$ cat src/rtl/flyback_mode_ctrl.sv
module flyback_mode_ctrl #(
  parameter bit AUTO_RETRY  = 1'b1,
  parameter bit SHORT_OPT   = 1'b0,
  parameter int FAULT_LONG  = 12800,
  parameter int FAULT_SHORT = 3200,
  parameter int RETRY_LONG  = 100000,
  parameter int RETRY_SHORT = 150000,
  parameter int SS_STEP     = 27,
  parameter int HI_BLANK    = 5,
  parameter int LO_BLANK    = 35
) (
  input  logic       clk,
  input  logic       rst_n,
  input  logic       tick,
  input  logic       start_req,
  input  logic       brownout,
  input  logic       tsd,
  input  logic       vcc_off,
  input  logic       vcc_reset,
  input  logic       vcc_ovp,
  input  logic       at_limit,
  input  logic       dmax_end,
  input  logic       cs_stop,
  input  logic       skip_in,
  input  logic       skip_out,
  input  logic       latch_hi,
  input  logic       latch_lo,
  output logic       drive_en,
  output logic [3:0] ss_level,
  output logic       ntc_boost,
  output logic [2:0] mode
);

  localparam int FAULT_N = SHORT_OPT ? FAULT_SHORT : FAULT_LONG;
  localparam int RETRY_N = SHORT_OPT ? RETRY_SHORT : RETRY_LONG;

  localparam int FW = (FAULT_N  > 1) ? $clog2(FAULT_N)  : 1;
  localparam int RW = (RETRY_N  > 1) ? $clog2(RETRY_N)  : 1;
  localparam int SW = (SS_STEP  > 1) ? $clog2(SS_STEP)  : 1;
  localparam int HW = (HI_BLANK > 1) ? $clog2(HI_BLANK) : 1;
  localparam int LW = (LO_BLANK > 1) ? $clog2(LO_BLANK) : 1;

  localparam logic [FW-1:0] F_LAST = FW'(FAULT_N - 1);
  localparam logic [RW-1:0] R_LAST = RW'(RETRY_N - 1);
  localparam logic [SW-1:0] S_LAST = SW'(SS_STEP - 1);
  localparam logic [HW-1:0] H_LAST = HW'(HI_BLANK - 1);
  localparam logic [LW-1:0] L_LAST = LW'(LO_BLANK - 1);

  localparam logic [2:0] ST_STOP  = 3'd0;
  localparam logic [2:0] ST_SOFT  = 3'd1;
  localparam logic [2:0] ST_RUN   = 3'd2;
  localparam logic [2:0] ST_SKIP  = 3'd3;
  localparam logic [2:0] ST_FAULT = 3'd4;
  localparam logic [2:0] ST_LATCH = 3'd5;

  localparam logic [2:0] ST_OVLD = AUTO_RETRY ? ST_FAULT : ST_LATCH;
  localparam logic [3:0] LVL_TOP = 4'd15;

  logic [2:0]    st, st_nx;
  logic [3:0]    lvl, lvl_nx;
  logic [FW-1:0] f_cnt;
  logic [RW-1:0] r_cnt;
  logic [SW-1:0] s_cnt;
  logic [HW-1:0] h_cnt;
  logic [LW-1:0] l_cnt;

  wire kill     = brownout | tsd | vcc_off | vcc_reset;
  wire driving  = (st == ST_SOFT) || (st == ST_RUN);
  wire hi_armed = (st == ST_SOFT) || (st == ST_RUN) || (st == ST_SKIP) || (st == ST_FAULT);
  wire lo_armed = (st == ST_RUN) || (st == ST_SKIP) || (st == ST_FAULT);

  wire f_run   = driving && (at_limit || dmax_end);
  wire f_exp   = f_run && tick && (f_cnt == F_LAST);
  wire r_exp   = (st == ST_FAULT) && tick && (r_cnt == R_LAST);
  wire s_exp   = (st == ST_SOFT) && tick && (s_cnt == S_LAST);
  wire hi_hold = hi_armed && latch_hi;
  wire lo_hold = lo_armed && latch_lo;
  wire hi_trip = hi_hold && tick && (h_cnt == H_LAST);
  wire lo_trip = lo_hold && tick && (l_cnt == L_LAST);

  always_comb begin
    st_nx = st;
    if (st == ST_LATCH) begin
      if (brownout || vcc_reset) st_nx = ST_STOP;
    end else if (kill) begin
      st_nx = ST_STOP;
    end else if (vcc_ovp || hi_trip || lo_trip) begin
      st_nx = ST_LATCH;
    end else if (driving && (cs_stop || f_exp)) begin
      st_nx = ST_OVLD;
    end else begin
      case (st)
        ST_STOP:  if (start_req) st_nx = ST_SOFT;
        ST_SOFT:  if (s_exp && lvl == LVL_TOP) st_nx = ST_RUN;
        ST_RUN:   if (skip_in) st_nx = ST_SKIP;
        ST_SKIP:  if (skip_out) st_nx = ST_RUN;
        ST_FAULT: if (r_exp) st_nx = ST_SOFT;
        default:  st_nx = ST_STOP;
      endcase
    end
  end

  always_comb begin
    case (st_nx)
      ST_SOFT: begin
        if (st != ST_SOFT) lvl_nx = 4'd1;
        else if (s_exp)    lvl_nx = lvl + 4'd1;
        else               lvl_nx = lvl;
      end
      ST_RUN, ST_SKIP: lvl_nx = LVL_TOP;
      default:         lvl_nx = 4'd0;
    endcase
  end

  always_ff @(posedge clk or negedge rst_n) begin
    if (!rst_n) begin
      st  <= ST_STOP;
      lvl <= 4'd0;
    end else begin
      st  <= st_nx;
      lvl <= lvl_nx;
    end
  end

  always_ff @(posedge clk or negedge rst_n) begin
    if (!rst_n)                        f_cnt <= '0;
    else if (!f_run)                   f_cnt <= '0;
    else if (tick && f_cnt != F_LAST)  f_cnt <= f_cnt + 1'b1;
  end

  always_ff @(posedge clk or negedge rst_n) begin
    if (!rst_n)                                    r_cnt <= '0;
    else if (st != ST_FAULT || st_nx != ST_FAULT)  r_cnt <= '0;
    else if (tick)                                 r_cnt <= r_cnt + 1'b1;
  end

  always_ff @(posedge clk or negedge rst_n) begin
    if (!rst_n)                                  s_cnt <= '0;
    else if (st != ST_SOFT || st_nx != ST_SOFT)  s_cnt <= '0;
    else if (s_exp)                              s_cnt <= '0;
    else if (tick)                               s_cnt <= s_cnt + 1'b1;
  end

  always_ff @(posedge clk or negedge rst_n) begin
    if (!rst_n)                        h_cnt <= '0;
    else if (!hi_hold)                 h_cnt <= '0;
    else if (tick && h_cnt != H_LAST)  h_cnt <= h_cnt + 1'b1;
  end

  always_ff @(posedge clk or negedge rst_n) begin
    if (!rst_n)                        l_cnt <= '0;
    else if (!lo_hold)                 l_cnt <= '0;
    else if (tick && l_cnt != L_LAST)  l_cnt <= l_cnt + 1'b1;
  end

  assign drive_en  = driving;
  assign ss_level  = lvl;
  assign ntc_boost = (st == ST_SOFT);
  assign mode      = st;

endmodule

$ cat config.mk
export PLATFORM = sky130hd
export DESIGN_NAME = flyback_mode_ctrl
export DESIGN_NICKNAME = d
export VERILOG_FILES = /design/src/rtl/flyback_mode_ctrl.sv
export SDC_FILE = /design/constraint.sdc
export NUM_CORES = 1
export LEC_CHECK = 0
export CAP_MARGIN = 20
export CORE_MARGIN = 2
export CORE_UTILIZATION = 30
export DETAILED_ROUTE_END_ITERATION = 7
export SYNTH_ARGS = -nofsm -noshare
export SYNTH_HDL_FRONTEND = slang
export SYNTH_SLANG_ARGS = --single-unit
$ cat constraint.sdc
create_clock -name clk -period 2.14 [get_ports clk]
set_input_delay 0.214 -clock clk [delete_from_list [all_inputs] [get_ports clk]]
set_output_delay 0.214 -clock clk [all_outputs]
set_load 0.02 [all_outputs]
==> Word-level counts from Yosys, hierarchy flattened <==
Index checks and enable logic that the tools add are counted.
{ "op_classes": {"n_addsub": 6, "mul": 0, "div_mod_pow": 0, "order_cmp": 0, "n_eq_ne": 25, "shift": 0, "muxes": 25, "bitwise_logic": 3, "n_reduce_logical": 34} }
{ "op_table": {"columns": ["cell", "n"], "rows": [
  ["$mux W3", 12],
  ["$mux W17", 2],
  ["$mux W14", 2],
  ["$logic_and A1 B1 Y1", 18],
  ["$add A17 B1 Y17 const B", 1],
  ["$eq A17 B17 Y1 const B", 1],
  ["$mux W5", 3],
  ["$pmux W3 S5", 1],
  ["$add A14 B1 Y14 const B", 1],
  ["$eq A14 B14 Y1 const B", 1],
  ["$ne A14 B14 Y1 const B", 1],
  ["$eq A3 B2 Y1 const B", 4],
  ["$logic_or A1 B1 Y1", 12],
  ["$mux W6", 2],
  ["$ne A3 B3 Y1 const B", 4],
  ["$eq A3 B3 Y1 const B", 3],
  ["$mux W4", 2],
  ["$pmux W4 S2", 1],
  ["$add A6 B1 Y6 const B", 1],
  ["$eq A3 B1 Y1 const B", 2],
  ["$eq A6 B6 Y1 const B", 1],
  ["$ne A2 B1 Y1 const B", 3],
  ["$ne A3 B1 Y1 const B", 2],
  ["$ne A6 B6 Y1 const B", 1],
  ["other kinds (10)", 12]
]} }
{ "totals": {"register_bits": 52, "latch_bits": 0, "ramBits": 0, "rom_bits": 0, "inputBits": 16, "out_inout_bits": 9, "wordCells": 100, "mem_count": 0} }

==> Logic depth before layout (Yosys ltp) <==
Gate-level depths: netlist of run 1.
{ "depth": {"word_depth": 15, "ltp_mapped": 9, "depth_no_buf": 7} }

==> Least setup slack after synthesis of run 1 <==
OpenSTA, ideal clock, no wires.
{ "synth_timing": {"path_type": "register to register", "from": "register st[2] (netlist: mode[2])", "to": "register lvl[3] (netlist: ss_level[3])", "setup_time_ns": 0.078, "t_arrival_ns": 2.000, "t_required_ns": 2.062, "setup_slack_ns": 0.062, "stages_incl_launch_ff": 8, "path_buffers": 1, "synth_period_minus_slack_ns": 2.078, "cell_sequence": "dfrtp_1 > buf_2 > or3b_4 > clkinv_2 > nand3_4 > or3_1 > a211o_1 > a21oi_1"} }
{ "synth_between": {"elab_chain_len": 15, "elab_cells_between_ends": 48, "cone_classes": "10 x eq/ne; 13 x mux; 25 x reduce/logical"} }
{ "synth_lines": {"columns": ["item", "line", "source"], "rows": [
  ["from (decl)", "59", "logic [2:0] st, st_nx;"],
  ["from (signal assigned)", "120", "st <= st_nx;"],
  ["$eq A3 B1 Y1 (*)", null, null],
  ["net ntc_boost", "30", "output logic ntc_boost,"],
  ["branches (longest 14 deep; another with $pmux W3 S5)", null, null],
  ["to (signal assigned)", "121", "lvl <= lvl_nx;"],
  ["to (decl)", "60", "logic [3:0] lvl, lvl_nx;"]
]} }
Mark *: on every way through the listed nets, which the timed path passes.
A chain may end at the register's enable or synchronous reset.

==> Worst setup path in the final report of run 1 <==
{ "layout_timing": {"from": "register st[1] (netlist: mode[1])", "to": "register f_cnt[10]"} }
{ "layout_between": {"elab_chain_len": 4, "elab_cells_between_ends": 6, "cone_classes": "3 x eq/ne; 1 x mux; 2 x reduce/logical"} }
{ "layout_lines": {"columns": ["item", "line", "source"], "rows": [
  ["$eq A3 B1 Y1 or $eq A3 B2 Y1 (tied branches)", "68", "wire driving = (st == ST_SOFT) || (st == ST_RUN);"],
  ["$logic_or A1 B1 Y1 (*)", "68", null],
  ["$logic_and A1 B1 Y1 (*)", "72", "wire f_run = driving && (at_limit || dmax_end);"],
  ["$ne A2 B1 Y1 (no line) or $mux W14 (tied branches)", null, null],
  ["to (signal assigned)", "128", "else if (tick && f_cnt != F_LAST) f_cnt <= f_cnt + 1'b1;"],
  ["to (decl)", "61", "logic [FW-1:0] f_cnt;"]
]} }
Mark *: on every way between the ends. The rest lies on a longest branch, timed or not.

==> flow_summary.json, run 1 <==
{
  "synth_compound_area_share_pct": 10.2,
  "synthToLayoutAreaGrowth_pct": 19.9,
  "avgSynthCellArea_um2": 9.36,
  "via_per_inst": 4.87,
  "max-cap-violations": 0,
  "hold_viol_final": 0,
  "clk_latency_ns": 0.31,
  "die_area_um2": 10700,
  "numPlacedInstances": 476,
  "power_density_nw_per_um2": 485,
  "start_kind": "flip-flop",
  "period_needed_ns": 1.97,
  "r2r_slack_ns": 0.17,
  "rows": 36,
  "die_h_um": 103,
  "cts.sinks": 52,
  "fin_tns_setup_ns": 0,
  "crit_slowest_cell": "a2111oi_0",
  "synthSimpleGateAreaFrac_pct": 26.6,
  "htreeDepth": 2,
  "maxSlewViolCount": 0,
  "rsz0062_at_grt": "no",
  "status": "completed",
  "post-route-util_pct": 36.7,
  "synth_edf_count": 0,
  "synth_flop_cell": "dfrtp_1",
  "leakage_nw": 1.42,
  "min_period_over_period_pct": 92.2,
  "synth.distinct_cells": 54,
  "grt_pass1_vias": 2257,
  "grt_overflow": 0,
  "rr_worst_depth": 6,
  "critPathKind": "flip-flop to flip-flop",
  "io_pins": 25,
  "stdcell_count": 485,
  "synthMuxAreaShare_pct": 0.717,
  "grt_pass1_wl_um": 10600,
  "drc": 0,
  "wl_per_cell_um": 13.0,
  "syn_area_um2": 2970,
  "ys_warn_count": 0,
  "ant_nets": 0,
  "synthTopCellsByArea": "dfrtp_1 44%, xor2_1 7.1%, nor2_1 5.9%, xnor2_1 3.8%, ha_1 3.8%",
  "cpMostUsedCell": "xnor2_1",
  "cts_tree": "built",
  "fp.dieW_um": 103,
  "synth_top_family_by_area": "simple AND/OR/NAND/NOR gates",
  "clk_pin_slew_ns": 0.11,
  "crit-reg2reg-launch": "mode[1]",
  "cp.arrival_ns": 2.17,
  "synth_seq_cells": 52,
  "finalWeightedCongestion": 0.808,
  "min-delay-path-class": "input port to async pin",
  "worstPathCellList": "xnor2_1, nor3_1, buf_4, a2111oi_0, xnor2_1, nor2_1",
  "setup.worst_path.end_class": "flip-flop",
  "fmax_mhz": 507,
  "holdWs_ns": 0.400,
  "initial_utilization_pct": 30.6,
  "track_usage_pct": 12.5,
  "seq_area_frac_synth_pct": 43.8,
  "r2r-end": "f_cnt[10]",
  "setup_viol": 0,
  "firstDrtPassIters": 4,
  "syn_nets": 342,
  "crit_fanout": 9,
  "cts_buffers": 5,
  "wl_um": 6300,
  "cp_top_family": "compound AO/OA/AOI/OAI gates",
  "yosys.area.top_type": "dfrtp_1",
  "antenna_cells": 0,
  "dp_hpwl_um": 4610,
  "grt_max_degree": 25,
  "netlist_instances": 317,
  "cp_slowest_stage_delay_ns": 0.52,
  "cp_num_buf_inv": 1,
  "antenna_found_initial": 0,
  "final_nets": 376,
  "cts_root_buf": "clkbuf_8",
  "cts_buffer_depth": 2,
  "worstMarginPinSlew_ns": 0.602,
  "vias": 2363,
  "required_ns": 2.34,
  "drtIter0Drc": 92,
  "slew_headroom_pct": 59.3,
  "synth_top_area_share_pct": 43.8,
  "core-area_um2": 9680,
  "drive_above_1_share_pct": 11.4,
  "fill_cells": 987,
  "postCtsSetupRepairBufs": 0,
  "ir_drop_v": 0.000272,
  "synthAdderAreaFrac_pct": 3.79,
  "skew_ns": 0.0127,
  "io_buffers": 24,
  "postSynth.asyncResetShare_pct": 100,
  "post_synth_xor_area_fraction_pct": 10.9
}
## registers in the layout, summed over array words and instances, names as in the netlist
register,cells
ss_level,4
r_cnt,17
l_cnt,6
f_cnt,14
mode,3
s_cnt,5
h_cnt,3
## worst max path at each step
| stage | endpoint | from | slack (ns) | cells after the start |
|---|---|---|---|---|
| 6_report | f_cnt[10] | mode[1] | 0.17 | 6 |
| 3_5_place_dp | r_cnt[14] | tick | 0.02 | 8 |
| 4_1_cts | r_cnt[3] | mode[0] | 0.08 | 7 |
| 2_1_floorplan | ss_level[3] | mode[2] | 0.06 | 7 |
| 3_3_place_gp | r_cnt[3] | tick | 0.06 | 8 |
| 5_1_grt | r_cnt[1] | mode[0] | 0.03 | 7 |
## report_power, final
group / total, mW / leakage (nW) / switching [mW] / internal, mW
logic: 0.134 / 0.650 / 0.0734 / 0.0607
registers: 0.987 / 0.723 / 0.00328 / 0.984
clock network: 0.603 / 0.0463 / 0.362 / 0.241
## cells by family after synthesis
family          after synthesis
buf+inv                      23
xor+xnor                     37
flops                        52
fa+ha+maj                     9
simple gates                150
compound gates               44
mux                           2
## routing by layer
layer	part of all wire, %	wire (um)	track usage, %
met5	0	0	0
met4	0.73	46	2.43
met3	2.7	171	2.49
met2	45	2860	20.3
met1	51	3220	17.4
## repair_timing
action,4_1_cts,5_1_grt
resized for setup,3,4
hold endpoints to repair,19,0
setup endpoints to repair,1,21
hold buffers,1,0
## cell usage after synthesis (all sizes together) (2+ instances only)
cell     instances
dfrtp           52
nor2            47
nand2           27
xor2            24
nand3           22
a21oi           15
nand4           13
xnor2           13
ha               9
inv              9
o21ai            9
and3             7
clkbuf           7
buf              6
nor3             6
a211oi           5
and4             4
a2111oi          3
or3              3
or4              3
a41oi            2
and4b            2
nand3b           2
nand4bb          2
nor4             2
nor4b            2
o31ai            2
## cell usage in the layout, fill, tap and decap left out, types with 8 or more instances in the layout
cell type | netlist | routed
dfrtp_1 | 52 | 50
nor2_1 | 47 | 47
nand2_1 | 27 | 27
xor2_1 | 24 | 24
nand3_1 | 21 | 21
clkdlybuf4s50_1 | 0 | 21
a21oi_1 | 15 | 15
xnor2_1 | 13 | 13
nand4_1 | 13 | 13
buf_4 | 1 | 13
inv_1 | 9 | 9
ha_1 | 9 | 9
o21ai_0 | 8 | 8
## layout make-up
| type | count | area [um^2] | share of cell area, % |
|---|---|---|---|
| clock buffer | 5 | 68.8 | 1.93 |
| tap | 133 | 166 | 4.68 |
| multi-input combinational | 242 | 1570 | 44.1 |
| inverter | 10 | 38.8 | 1.09 |
| timing repair buffer | 40 | 384 | 10.8 |
| clock inverter | 3 | 27.5 | 0.774 |
| sequential | 52 | 1300 | 36.6 |
## per-stage QoR
step / area, um^2 / power (mW) / setup slack (ns)
after floorplan: 2970 / 1.06 / 0.0618
after global placement: 3430 / 1.14 / 0.0634
after detailed placement: 3430 / 1.14 / 0.0248
after CTS: 3540 / 1.74 / 0.0766
after global routing: 3560 / 1.80 / 0.0258
final: 3560 / 1.72 / 0.166
## worst reg2reg max path: stages (launching register included)
cell,delay (ns)
dfrtp_2,0.49
xnor2_1,0.32
nor3_1,0.13
buf_4,0.18
a2111oi_0,0.52
xnor2_1,0.18
nor2_1,0.05
(Power assumes the default switching activity.)
==> inputs of run 2 (changes only) <==
==> constraint.sdc (replaced) <==
create_clock -name clk -period 1.82 [get_ports clk]
set_input_delay 0.182 -clock clk [delete_from_list [all_inputs] [get_ports clk]]
set_output_delay 0.182 -clock clk [all_outputs]
set_load 0.02 [all_outputs]
==> run 2 against run 1 <==
  * The run now ends with negative setup slack left
  * Hold slack worse by 0.0078 ns
  * Global-route usage is 1.6 points higher
  * Routed wire length is 14% higher
  * Worst setup slack worse by 0.28 ns
  * Flip-flop and latch count stayed put
  * Clock power is 16% higher
  * Register-to-register slack worse by 0.28 ns
  * Clock skew is 0.0029 ns lower
  * Largest cell class unchanged
  * Highest routed layer unchanged
==> flow_summary.json, run 2 (synthesis gave the netlist of run 1 again) <==
{
  "status": "finished, violations left",
  "violations": "negative setup slack",
  "final_cell_area_um2": 4190,
  "crit_slowest_cell": "dfrtp_2",
  "die_h_um": 103,
  "fmax_mhz": 518,
  "cts_tree": "built",
  "start_kind": "flip-flop",
  "wl_per_cell_um": 13.4,
  "fin_ws_ns": -0.111,
  "synthToLayoutAreaGrowth_pct": 41.1,
  "antenna_cells": 0,
  "clk_pin_slew_ns": 0.10,
  "wl_um": 7150,
  "final_cell_mix": "60 x buf_4, 48 x dfrtp_1, 29 x nor2_1",
  "largest_reg_flops": 17,
  "period_needed_ns": 1.93,
  "cp_slowest_stage_delay_ns": 0.47,
  "via_per_inst": 4.88,
  "setup_viol": 24,
  "core-area_um2": 9680,
  "grt_max_degree": 30,
  "leakage_nw": 1.69,
  "cts_buffers": 5,
  "track_usage_pct": 14.1,
  "grt_pass1_vias": 2563,
  "slew_headroom_pct": 61.6,
  "cts_buffer_depth": 2,
  "worstPathCellList": "or3_4, a41oi_4, o31ai_4, or3_4, buf_8, nor2_2",
  "postPlaceCellArea_um2": 3710,
  "initial_utilization_pct": 30.6,
  "dp_hpwl_um": 5080,
  "rr_worst_depth": 6,
  "drive_above_1_share_pct": 33.4,
  "grt_pass1_wl_um": 11900,
  "die_area_um2": 10700,
  "drc": 0,
  "drtIter0Drc": 78,
  "worstMarginPinSlew_ns": 0.576,
  "rows": 36,
  "layout_commonest_cell": "buf_4",
  "skew_ns": 0.00981,
  "required_ns": 2.07,
  "ir_drop_v": 0.000229,
  "ant_nets": 0,
  "cts.sinks": 52,
  "clk_latency_ns": 0.31,
  "hold_viol_final": 0,
  "setup.worst_path.end_class": "flip-flop",
  "min-delay-path-class": "input port to async pin",
  "top_register": "r_cnt",
  "maxSlewViolCount": 0,
  "power_density_nw_per_um2": 492,
  "critPathKind": "flip-flop to flip-flop",
  "io_buffers": 24,
  "rsz0062_at_grt": "yes",
  "htreeDepth": 2,
  "max-cap-violations": 0,
  "min_period_over_period_pct": 106,
  "crit_fanout": 7,
  "cp.arrival_ns": 2.18,
  "top_regs": "r_cnt: 17 flops, f_cnt: 14 flops, l_cnt: 6 flops",
  "fp.dieW_um": 103,
  "firstDrtPassIters": 4,
  "cpMostUsedCell": "or3_4",
  "preCtsSetupSlack_ns": -0.214,
  "cts_root_buf": "clkbuf_8",
  "final_nets": 425,
  "antenna_found_initial": 0,
  "vias": 2608,
  "finalWeightedCongestion": 0.892,
  "io_pins": 25,
  "grt_overflow": 0
}
run 2: cell types whose count changed in the layout (fill, tap and decap cells not counted), sizes merged:
cell           change
buf               +49
dlygate4sd2        -1
dlymetal6s2s       +1
clkinv             +1
inv                -1
clkdlybuf4s15      +2
clkdlybuf4s50      -2
clkbuf             +1
clkinvlp           -1
run 2: what timing repair did:
item                       4_1_cts  5_1_grt
hold buffers                     1        0
gates cloned                     2        0
hold endpoints to repair        23        0
pin swaps                        2        8
setup buffers                    3        7
setup endpoints to repair       21       42
resized for setup               18       56
run 2: path summary, 6_finish.rpt:
kind                            slack (ns)   endpoint  startpoint
worst max register to register       -0.11   r_cnt[8]     mode[1]
min in group clk                      0.56  r_cnt[16]   r_cnt[16]
worst min register to register        0.56  r_cnt[16]   r_cnt[16]
worst min-delay path                  0.39  r_cnt[10]       rst_n
max in group asynchronous             0.86   f_cnt[7]       rst_n
worst max-delay path                 -0.11   r_cnt[8]     mode[1]
run 2: layer usage:
layer	GRT usage, %	vias up	part of all wire, %
li1	-	1286	-
met1	19.0	1272	47
met2	23.3	44	49
met3	1.88	6	3.3
met4	4.76	0	1.0
met5	0	-	0
run 2: where the power goes:
part | leakage, nW | switching [mW] | total, mW | internal (mW)
sequential | 0.720 | 0.00295 | 1.16 | 1.16
combinational | 0.919 | 0.104 | 0.201 | 0.0964
clock | 0.0510 | 0.395 | 0.700 | 0.305
total | 1.69 | 0.502 | 2.06 | 1.56
run 2: layout make-up:
type,instances,area [um^2]
Inverter,10,42.5
Timing Repair Buffer,89,763
Sequential cell,52,1310
Fill cell,924,5500
Clock buffer,6,82.6
Multi-Input combinational cell,242,1820
Tap cell,133,166
Clock inverter,2,10.0
run 2: critical path: cells and delay by family (launching register included):
kind	cells	cell delay, ns
and+or+nand+nor	3	0.94
DFF	1	0.47
AOI/OAI and AO/OA	2	0.31
buffers and inverters	1	0.16
run 2: metrics by stage:
step                      TNS (ns)  total power, mW  utilization, %  std cells  hold WS [ns]
after floorplan              -2.02             1.24               -        317        -0.114
after global placement       -3.07             1.36            38.3        513         0.219
after detailed placement     -4.36             1.36            38.3        513         0.214
after CTS                   -0.642             2.07            40.2        527         0.415
after global routing         -3.18             2.14            43.2        534         0.463
final                        -1.67             2.06            43.2        534         0.392
==> inputs of run 3 (changes only) <==
--- a/config.mk
+++ b/config.mk
@@ -7,8 +7,9 @@
 export LEC_CHECK = 0
 export CAP_MARGIN = 20
 export CORE_MARGIN = 2
-export CORE_UTILIZATION = 30
+export CORE_UTILIZATION = 40
 export DETAILED_ROUTE_END_ITERATION = 7
+export REMOVE_ABC_BUFFERS = 1
 export SYNTH_ARGS = -nofsm -noshare
 export SYNTH_HDL_FRONTEND = slang
 export SYNTH_SLANG_ARGS = --single-unit
==> run 3 against run 2 <==
  * The run still ends with negative setup slack left
  * Critical path depth did not move
  * Hold slack improved by 0.0031 ns
  * Clock-buffer cell count did not move
  * Register-to-register slack barely moved
  * Flip-flop and latch count did not move
  * Die area fell by 24%
  * Largest cell class unchanged
==> flow_summary.json, run 3 (synthesis gave the netlist of run 1 again) <==
{
  "status": "finished, violations left",
  "violations": "negative setup slack",
  "crit-reg2reg-launch": "mode[1]",
  "top_register": "r_cnt",
  "io_pins": 25,
  "final_cell_mix": "61 x buf_4, 50 x dfrtp_1, 44 x nor2_1",
  "min_period_over_period_pct": 105,
  "core-area_um2": 7210,
  "drtIter0Drc": 83,
  "worstMarginPinSlew_ns": 0.448,
  "use_met1_pct": 23.7,
  "met2_usage_pct": 26.1,
  "cp.arrival_ns": 2.15,
  "ir_drop_v": 0.000267,
  "cts.sinks": 52,
  "initial_utilization_pct": 41.1,
  "post-route-util_pct": 56.0,
  "rsz0062_at_grt": "yes",
  "use_met3_pct": 2.93,
  "min-delay-path-class": "input port to async pin",
  "cpMostUsedCell": "or3_4",
  "cts_buffer_depth": 2,
  "wl_per_cell_um": 13.1,
  "fmax_mhz": 521,
  "setup_viol": 19,
  "drive_above_1_share_pct": 27.9,
  "layout_commonest_cell": "buf_4",
  "io_buffers": 24,
  "maxSlewViolCount": 0,
  "track_usage_pct": 16.6,
  "clk_latency_ns": 0.31,
  "largest_reg_flops": 17,
  "leakage_nw": 1.68,
  "postPlaceCellArea_um2": 3700,
  "crit_slowest_cell": "dfrtp_1",
  "grt.busiest_layer": "met2",
  "crit_fanout": 9,
  "combPwrFrac_pct": 9.3,
  "required_ns": 2.05,
  "dp_hpwl_um": 4640,
  "grt_pass1_vias": 2459,
  "cts_buffers": 5,
  "setup.worst_path.end_class": "flip-flop",
  "ant_nets": 0,
  "final_cell_area_um2": 4040,
  "top_regs": "r_cnt: 17 flops, f_cnt: 14 flops, l_cnt: 6 flops",
  "die_area_um2": 8120,
  "clkPwrFrac_pct": 36.9,
  "fp.dieW_um": 90.1,
  "slew_headroom_pct": 69.9,
  "preCtsSetupSlack_ns": -0.196,
  "synthToLayoutAreaGrowth_pct": 36.1,
  "cp-startpoint": "mode[1]",
  "htreeDepth": 2,
  "finalWeightedCongestion": 0.809,
  "critPathKind": "flip-flop to flip-flop",
  "seqPwrFrac_pct": 53.8,
  "antenna_cells": 0,
  "final_nets": 425,
  "antenna_found_initial": 0,
  "numPlacedInstances": 485,
  "grt_pass1_wl_um": 11300,
  "seqCellArea_um2": 1300,
  "grt_overflow": 0,
  "p_int_mw": 1.66,
  "die_h_um": 90.1,
  "firstDrtPassIters": 4,
  "p_sw_uw": 489,
  "cts_root_buf": "clkbuf_8",
  "clk_pin_slew_ns": 0.10,
  "worstPathCellList": "or3_4, a41oi_2, o31ai_2, or3_4, buf_6, nor2_1",
  "cts_tree": "built",
  "start_kind": "flip-flop",
  "fin_ws_ns": -0.0992,
  "hold_viol_final": 0,
  "switching_share_pct": 22.7,
  "cp_slowest_stage_delay_ns": 0.42,
  "rows": 31,
  "power_density_nw_per_um2": 533,
  "grt_max_degree": 53,
  "drc": 0,
  "period_needed_ns": 1.92,
  "fill_cells": 666,
  "skew_ns": 0.00505,
  "max-cap-violations": 0,
  "vias": 2529,
  "wl_um": 6560,
  "multi_input_area_um2": 1710,
  "stdcell_count": 500,
  "via_per_inst": 5.06
}
-- run 3: worst paths after layout --
kind / depth (start not counted) / to / slack, ns
max: 6 / r_cnt[9] / -0.1
min: 3 / f_cnt[6] / 0.39
max reg2reg: 6 / r_cnt[9] / -0.1
min reg2reg: 2 / s_cnt[4] / 0.55
max in group asynchronous: 3 / mode[0] / 1.18
min in group clk: 2 / s_cnt[4] / 0.55
-- run 3: per-stage QoR --
stage	setup TNS (ns)	hold WS [ns]	total power, mW
floorplan	-3.71	-0.114	1.23
global placement	-3.99	0.202	1.36
detailed placement	-4.32	0.201	1.36
CTS	-0.554	0.400	2.18
global route	-3.51	0.410	2.24
finish	-1.08	0.395	2.15
-- run 3: metal layers --
metal	part of all wire, %	up-vias
met2	47	22
li1	-	1290
met3	2.2	7
met5	0	-
met4	1.1	0
met1	50	1210
-- run 3: repair_timing --
| action | in CTS | in global routing |
|---|---|---|
| resized for setup | 21 | 26 |
| endpoints found under the hold margin | 52 | 0 |
| pin swaps | 14 | 6 |
| gates cloned | 1 | 0 |
| setup endpoints to repair | 30 | 43 |
| hold buffers | 1 | 0 |
| buffers inserted | 4 | 1 |
-- run 3: power by group through the flow --
stage	sequential [mW]	clock, mW	combinational [mW]
3_3_place_gp	1.18	0	0.180
2_1_floorplan	1.19	0	0.0456
6_report	1.16	0.795	0.200
4_1_cts	1.16	0.822	0.194
3_5_place_dp	1.18	0	0.181
5_1_grt	1.16	0.862	0.219
-- run 3: critical path: cells and delay by family, from the launching register on --
family | cells | cell delay (ns)
AO/OA/AOI/OAI | 2 | 0.37
buffers and inverters | 1 | 0.15
flip-flops | 1 | 0.42
AND/OR/NAND/NOR | 3 | 0.92
-- run 3: area by class of cell --
class | count | area share, %
repair buffers | 89 | 18.6
flip-flops and latches | 52 | 32.3
clock inverters | 2 | 0.867
inverters | 10 | 1.05
clock buffers | 6 | 1.80
multi-input cells | 242 | 42.3
well taps | 99 | 3.07
